`config.mk`:
```
export PLATFORM = sky130hd
export DESIGN_NAME = pmode_ctrl
export DESIGN_NICKNAME = d
export VERILOG_FILES = /design/src/rtl/pmode_pkg.sv /design/src/rtl/pmode_wake.sv /design/src/rtl/pmode_fsm.sv /design/src/rtl/pmode_gate.sv /design/src/rtl/pmode_ctrl.sv
export SDC_FILE = /design/constraint.sdc
export NUM_CORES = 1
export LEC_CHECK = 0
export BUFFER_PORTS_ARGS = -buffer_cell sky130_fd_sc_hd__buf_2
export CORE_ASPECT_RATIO = 1.5
export CORE_UTILIZATION = 40
export CTS_CLUSTER_DIAMETER = 50
export DETAILED_ROUTE_END_ITERATION = 8
export GPL_TIMING_DRIVEN = 0
export PLACE_DENSITY = 0.79
export SYNTH_ARGS = -nofsm -noshare
export SYNTH_HDL_FRONTEND = slang
export SYNTH_SLANG_ARGS = --single-unit
```
`constraint.sdc`:
```
create_clock -name clk -period 3.58 [get_ports clk]
set_input_delay 0.358 -clock clk [delete_from_list [all_inputs] [get_ports clk]]
set_output_delay 0.358 -clock clk [all_outputs]
set_load 0.01 [all_outputs]
```
`src/rtl/pmode_pkg.sv`:
```
package pmode_pkg;

  typedef enum logic [2:0] {
    ST_RUN   = 3'd0,
    ST_ENTER = 3'd1,
    ST_SLEEP = 3'd2,
    ST_IDLE  = 3'd3,
    ST_WAKE  = 3'd4
  } pm_state_e;

  localparam logic [1:0] MODE_SLEEP = 2'd0;
  localparam logic [1:0] MODE_IDLE  = 2'd1;

  // resume delay in cycles: 2 + min(cfg, 2)
  function automatic logic [2:0] resume_cycles(input logic [1:0] cfg);
    if (cfg >= 2'd2) return 3'd4;
    return 3'd2 + {1'b0, cfg};
  endfunction

  function automatic logic mode_valid(input logic [1:0] m);
    return (m == MODE_SLEEP) || (m == MODE_IDLE);
  endfunction

endpackage

```
`src/rtl/pmode_wake.sv`:
```
module pmode_wake #(
  parameter int NIRQ = 8
) (
  input  logic [NIRQ-1:0] irq_pend,
  input  logic [NIRQ-1:0] irq_en,
  input  logic            wdt_timeout,
  output logic            wake_any
);
  logic [NIRQ-1:0] irq_live;

  for (genvar i = 0; i < NIRQ; i++) begin : g_irq
    assign irq_live[i] = irq_pend[i] & irq_en[i];
  end

  assign wake_any = (|irq_live) | wdt_timeout;

endmodule

```
`src/rtl/pmode_fsm.sv`:
```
module pmode_fsm
  import pmode_pkg::*;
#(
  parameter int CSW = 3
) (
  input  logic           clk,
  input  logic           rst_n,
  input  logic           ps_req,
  input  logic [1:0]     ps_mode,
  input  logic           wake_any,
  input  logic [1:0]     resume_cfg,
  input  logic [CSW-1:0] clk_src_in,
  output pm_state_e      state,
  output logic [CSW-1:0] clk_src_hold
);
  pm_state_e      st_n;
  logic           idle_q, idle_n;
  logic           held_q, held_n;
  logic [2:0]     cnt_q, cnt_n;
  logic [CSW-1:0] hold_n;

  always_comb begin
    st_n   = state;
    idle_n = idle_q;
    held_n = held_q;
    cnt_n  = cnt_q;
    hold_n = clk_src_hold;
    unique case (state)
      ST_RUN: begin
        if (ps_req && mode_valid(ps_mode)) begin
          st_n   = ST_ENTER;
          idle_n = (ps_mode == MODE_IDLE);
          hold_n = clk_src_in;
          held_n = 1'b0;
        end
      end
      ST_ENTER: begin
        st_n = idle_q ? ST_IDLE : ST_SLEEP;
        if (wake_any) held_n = 1'b1;
      end
      ST_SLEEP, ST_IDLE: begin
        if (wake_any || held_q) begin
          st_n   = ST_WAKE;
          cnt_n  = resume_cycles(resume_cfg);
          held_n = 1'b0;
        end
      end
      ST_WAKE: begin
        if (cnt_q <= 3'd1) st_n = ST_RUN;
        else               cnt_n = cnt_q - 3'd1;
      end
      default: st_n = ST_RUN;
    endcase
  end

  always_ff @(posedge clk or negedge rst_n) begin
    if (!rst_n) begin
      state        <= ST_RUN;
      idle_q       <= 1'b0;
      held_q       <= 1'b0;
      cnt_q        <= 3'd0;
      clk_src_hold <= '0;
    end else begin
      state        <= st_n;
      idle_q       <= idle_n;
      held_q       <= held_n;
      cnt_q        <= cnt_n;
      clk_src_hold <= hold_n;
    end
  end

endmodule

```
`src/rtl/pmode_gate.sv`:
```
module pmode_gate
  import pmode_pkg::*;
#(
  parameter int NPER = 6
) (
  input  pm_state_e       state,
  input  logic            wdt_en,
  input  logic            fscm_en,
  input  logic            vreg_keep,
  input  logic            vregf_keep,
  input  logic [NPER-1:0] per_idle_stop,
  output logic            cpu_clk_en,
  output logic            sys_clk_en,
  output logic            lprc_en,
  output logic            fscm_act,
  output logic            wdt_clr,
  output logic            vreg_stby,
  output logic            vregf_stby,
  output logic [NPER-1:0] per_clk_en
);
  logic in_sleep, in_idle;

  assign in_sleep = (state == ST_SLEEP);
  assign in_idle  = (state == ST_IDLE);

  assign cpu_clk_en = (state == ST_RUN);
  assign sys_clk_en = !in_sleep;
  assign fscm_act   = fscm_en && !in_sleep;
  assign wdt_clr    = (state == ST_ENTER);
  assign vreg_stby  = in_sleep && !vreg_keep;
  assign vregf_stby = in_sleep && !vregf_keep;

  always_comb begin
    if (in_sleep)     lprc_en = wdt_en;
    else if (in_idle) lprc_en = wdt_en || fscm_en;
    else              lprc_en = 1'b1;
  end

  for (genvar p = 0; p < NPER; p++) begin : g_per
    assign per_clk_en[p] = !in_sleep && !(in_idle && per_idle_stop[p]);
  end

endmodule

```
`src/rtl/pmode_ctrl.sv`:
```
module pmode_ctrl
  import pmode_pkg::*;
#(
  parameter int NIRQ = 8,
  parameter int NPER = 6,
  parameter int CSW  = 3
) (
  input  logic            clk,
  input  logic            rst_n,
  input  logic            ps_req,
  input  logic [1:0]      ps_mode,
  input  logic [NIRQ-1:0] irq_pend,
  input  logic [NIRQ-1:0] irq_en,
  input  logic            wdt_timeout,
  input  logic            wdt_en,
  input  logic            fscm_en,
  input  logic            vreg_keep,
  input  logic            vregf_keep,
  input  logic [NPER-1:0] per_idle_stop,
  input  logic [1:0]      resume_cfg,
  input  logic [CSW-1:0]  clk_src_in,
  output logic [CSW-1:0]  clk_src_out,
  output logic            cpu_clk_en,
  output logic            sys_clk_en,
  output logic            lprc_en,
  output logic            fscm_act,
  output logic            wdt_clr,
  output logic            vreg_stby,
  output logic            vregf_stby,
  output logic [NPER-1:0] per_clk_en,
  output logic [2:0]      status
);
  logic           wake_any;
  pm_state_e      state;
  logic [CSW-1:0] clk_src_hold;

  pmode_wake #(.NIRQ(NIRQ)) u_wake (
    .irq_pend    (irq_pend),
    .irq_en      (irq_en),
    .wdt_timeout (wdt_timeout),
    .wake_any    (wake_any)
  );

  pmode_fsm #(.CSW(CSW)) u_fsm (
    .clk          (clk),
    .rst_n        (rst_n),
    .ps_req       (ps_req),
    .ps_mode      (ps_mode),
    .wake_any     (wake_any),
    .resume_cfg   (resume_cfg),
    .clk_src_in   (clk_src_in),
    .state        (state),
    .clk_src_hold (clk_src_hold)
  );

  pmode_gate #(.NPER(NPER)) u_gate (
    .state         (state),
    .wdt_en        (wdt_en),
    .fscm_en       (fscm_en),
    .vreg_keep     (vreg_keep),
    .vregf_keep    (vregf_keep),
    .per_idle_stop (per_idle_stop),
    .cpu_clk_en    (cpu_clk_en),
    .sys_clk_en    (sys_clk_en),
    .lprc_en       (lprc_en),
    .fscm_act      (fscm_act),
    .wdt_clr       (wdt_clr),
    .vreg_stby     (vreg_stby),
    .vregf_stby    (vregf_stby),
    .per_clk_en    (per_clk_en)
  );

  assign clk_src_out = (state == ST_RUN) ? clk_src_in : clk_src_hold;
  assign status      = state;

endmodule

```
# --- Word level (Yosys, flattened, before mapping) ---
# Index checks and enable logic that the tools add are counted.
op_classes:
  n_eq_ne: 10
  bitwise_logic: 9
  muxes: 20
  magnitude_cmp: 2
  add_sub_neg: 2
  reduce_logical: 38
ops:
  columns: ["operator", "n"]
  rows:
  - ["$mux W3", 8]
  - ["$logic_and A1 B1 Y1", 16]
  - ["$pmux W3 S4", 1]
  - ["$logic_not A1 Y1", 9]
  - ["$mux W1", 9]
  - ["$and A1 B1 Y1", 8]
  - ["$ne A2 B1 Y1 const B", 4]
  - ["$reduce_or A8 Y1", 1]
  - ["$eq A3 B2 Y1 const B", 2]
  - ["$pmux W3 S2", 1]
  - ["$reduce_and A3 Y1", 2]
  - ["$reduce_and A4 Y1", 1]
  - ["$add A2 B2 Y3 const A", 1]
  - ["$eq A3 B1 Y1 const B", 1]
  - ["$eq A3 B3 Y1 const B", 1]
  - ["$le A3 B1 Y1 const B", 1]
  - ["$logic_not A3 Y1", 1]
  - ["$logic_or A1 B1 Y1", 3]
  - ["$pmux W1 S3", 1]
  - ["$reduce_bool A3 Y1", 1]
  - ["$sub A3 B1 Y3 const B", 1]
  - ["$eq A2 B1 Y1 const B", 1]
  - ["$ge A2 B2 Y1 const B", 1]
  - ["$logic_not A2 Y1", 1]
  - ["other kinds (5)", 5]
word_totals:
  ff_bits: 11
  elab_cells: 86
  inputBits: 37
  out_inout_bits: 19

# --- Logic depth before layout (Yosys ltp) ---
logic_depth:
  word_depth: 9
  mapped_depth: 6
  ltp_nobuf: 6

# --- By module ---
# From an unflattened synthesis, not the netlist that was laid out.
unflattened:
  cells_unflattened: 85
  hier_area_um2: 777.0
modules_own_cells:
  columns: ["mod", "cells_each", "area_per_inst_um2", "n_inst", "seq_area_each_um2"]
  rows:
  - ["pmode_fsm", 58, 591.8, 1, 275.3]
  - ["pmode_gate", 18, 97.6, 1, 0.0]
  - ["pmode_ctrl", 4, 43.8, 1, 0.0]
  - ["pmode_wake", 5, 43.8, 1, 0.0]

# --- Worst setup path after synthesis ---
# OpenSTA, ideal clock, no wires.
synth_path:
  kind: "register -> output"
  startpoint: "register u_fsm.state[1]"
  endpoint: "output port fscm_act"
  path_stages_with_launch: 5
  required_time_ns: 3.222
  setup_slack_ns: 1.891
  arrival_time_ns: 1.331
  n_path_buf: 1
  path_cell_list: "dfrtp_1 > nor2b_1 > buf_2 > nand2_1 > and2_1"
synth_via:
  elab_chain_len: 3
synth_rtl:
  columns: ["element", "line", "source"]
  rows:
  - ["start, declared", "pmode_fsm.sv:13", "output pm_state_e state,"]
  - ["start signal, assigned", "pmode_fsm.sv:64", "state <= st_n;"]
  - ["$eq A3 B2 Y1", null, null]
  - ["$logic_not A1 Y1", null, null]
  - ["via sys_clk_en", "pmode_ctrl.sv:24", "output logic sys_clk_en,"]
  - ["$logic_and A1 B1 Y1", "pmode_gate.sv:28", "assign fscm_act = fscm_en && !in_sleep;"]
  - ["end, declared", "pmode_ctrl.sv:26", "output logic fscm_act,"]
# The timed path passes the listed nets, and every way through them passes these cells.

# --- Worst setup path after layout ---
layout_path:
  startpoint: "register u_fsm.state[1]"
  endpoint: "output port fscm_act"
layout_via:
  elab_chain_len: 3
layout_rtl:
  columns: ["element", "line"]
  rows:
  - ["$eq A3 B2 Y1", null]
  - ["$logic_not A1 Y1", "pmode_gate.sv:28"]
  - ["$logic_and A1 B1 Y1", "pmode_gate.sv:28"]
# No other way between the ends.

==> run metrics <==
Logic pwr share=59.4%; post-route insts no fill=163; TNS Setup=0 ns; Synth Register Bits=11; Power Internal=462 uW; clk_skew=0.000749 ns; via/cell ratio=5.31; crit share post-route=59.1%; Worst-Margin Slew=0.361 ns; Placed Cells=158; Die Height=56.5 um; critical path's top delay family=simple AND/OR/NAND/NOR gates; DR iter-0 viols=3; Slew headroom=75.8%; cell chain of the critical path=nor2b_1, buf_2, nand2_1, and2_1, buf_2; CP max stage cell=dfrtp_1; CP Buf/Inv Count=2; post-CTS setup buffers=0; Synth Flop Type=dfrtp_1; Inserted Clock Buffers=3; clk buf depth=2; vias in the first global route=824; Most common cell on crit path=buf_2; die area=2170 sq um; sequential fraction of the synthesis area=34.8%; final hold violation count=0; Final ANT Viol Nets=0; DRC=0; crit path kind=flop to output port; CTS resizes=0; syn_nets=121; final net count=182; # Max-Cap Violations=0; Min-Delay Path Class=input pin to flop; top cell type's share of synthesized area=34.8%; layout cells sized above 1=53.5%; commonest non-fill, non-tap cell in the layout=buf_2; min Tclk post-route=2.12 ns; Crit path required time=3.22 ns; crit end category=output port; RSZ-0062 raised after global routing=no; Worst-Skew Late Latency=0.25 ns; FMAX=473 MHz; sequential power share=30.8%; P_sw=341 uW; worst IR drop on VDD=0.445 mV; core area=1850 sq um; starting density of the core=42.7%; ant diodes=0; Lkg Pwr=0.543 nW; Hold Buf Count CTS=1; first-pass GRT wire length=3060 um; switch share=42.4%; die width=38.3 um; top-level I/O count=56; Arrival @ worst endpoint=1.76 ns; WL final=1860 um; YS warnings=0; Vias=866; clock share of power=9.8%; Core Util, Final=60.9%; IO buf count=55; endpoints failing setup=0; Post-synth EDFFs=0; crit start category=flop; Post-Syn Instances=82; Async S/R FF share, synth=100%; Cell Pwr Density=711 nW/um^2; depth of the CTS H-tree=1; CTS tree=built; Avg WL per Cell=11.4 um; Critical Path Max Stage Delay=0.54 ns; antenna violations before repair=0; Reg clk slew, reported paths=0.06 ns; most area-consuming cells after synthesis=dfrtp_1, mux2_2, o21ai_0; final slew viol count=0; CTS root buf=clkbuf_4; largest net degree at the start of global routing=12; synthesis-to-layout area growth=42.7%; commonest non-fill, non-tap cells in the layout=buf_2, dfrtp_1, o21ai_0, mux2_2; synthesized area per cell=9.66 sq um; count of cell types in the netlist=36; DP Wirelength=1560 um; outcome=finished clean; peak fanout along the critical path=10; Num Clock Sinks=11; Final Wtd Congestion=0.772; Post-Syn Area=792 sq um; grt ovf=0; Yosys top cell by area=dfrtp_1; GR Util All Layers=18.9%; TritonRoute pass-1 iters=4; Rows=19
## area by class of cell
cell class	count	area [sq um]
fillers	174	724
plain buffers	2	10.0
flip-flops and latches	11	275
clock buffers	4	26.3
inverters	5	18.8
well taps	21	26.3
repair buffers	56	285
multi-input cells	64	488
## power groups by stage
| stage | Sequential [mW] | Combinational (mW) | Clock [mW] |
|---|---|---|---|
| global route | 0.258 | 0.537 | 0.0851 |
| global placement | 0.244 | 0.464 | 0 |
| CTS | 0.247 | 0.484 | 0.0819 |
| finish | 0.247 | 0.477 | 0.0789 |
| detailed placement | 0.249 | 0.480 | 0 |
| floorplan | 0.239 | 0.327 | 0 |
## through the flow
| step | instance area [sq um] | setup WS, ns | total power, mW | hold WS, ns |
|---|---|---|---|---|
| 4_1_cts | 1130 | 1.45 | 0.813 | 0.331 |
| 6_report | 1130 | 1.46 | 0.803 | 0.338 |
| 3_5_place_dp | 1090 | 1.74 | 0.729 | 0.234 |
| 3_3_place_gp | 1090 | 1.76 | 0.708 | 0.234 |
| 5_1_grt | 1130 | 1.33 | 0.880 | 0.334 |
| 2_1_floorplan | 792 | 1.89 | 0.566 | 0.0624 |
## synth_stat cells, drive strengths merged (2+ instances only)
cell type / count
nor3: 2
a22oi: 3
mux2: 7
o21ai: 10
a22o: 2
nand2: 4
nand2b: 3
nor2: 6
o32a: 3
a21oi: 2
inv: 5
ha: 2
nand3b: 3
dfrtp: 11
nor2b: 2
## per-layer routing
metal	GRT usage, %	wire [um]	up-vias
met2	36.6	1030	50
met1	18.6	648	387
met3	1.58	166	2
li1	-	-	427
met4	8.37	16	0
met5	0	0	-
## flip-flops by register name (all words and copies together), names as in the netlist
| register | count |
|---|---|
| u_fsm.clk_src_hold | 3 |
| u_fsm.cnt_q | 3 |
| u_fsm.held_q | 1 |
| u_fsm.idle_q | 1 |
| u_fsm.state | 3 |
## final timing paths
kind,from,to,slack [ns],depth (start not counted)
worst max-delay path,u_fsm.state[1]$_DFFE_PN0P_,fscm_act,1.46,5
worst min-delay path,ps_mode[0],u_fsm.idle_q$_DFFE_PN0P_,0.34,2
worst max register to register,u_fsm.state[2]$_DFFE_PN0P_,u_fsm.cnt_q[2]$_DFFE_PN0P_,1.96,4
worst min register to register,u_fsm.clk_src_hold[2]$_DFFE_PN0P_,u_fsm.clk_src_hold[2]$_DFFE_PN0P_,0.51,1
max in group asynchronous,rst_n,u_fsm.clk_src_hold[1]$_DFFE_PN0P_,2.89,2
min in group asynchronous,rst_n,u_fsm.clk_src_hold[0]$_DFFE_PN0P_,0.50,2
## cell families after synthesis
| group | after synthesis | synth area share, % |
|---|---|---|
| simple gates | 27 | 23.4 |
| flops | 11 | 34.8 |
| mux | 7 | 9.95 |
| compound gates | 28 | 25.1 |
| fa+ha+maj | 2 | 3.16 |
| buf+inv | 7 | 3.63 |
Note: power is estimated with default switching activity, not from simulation.
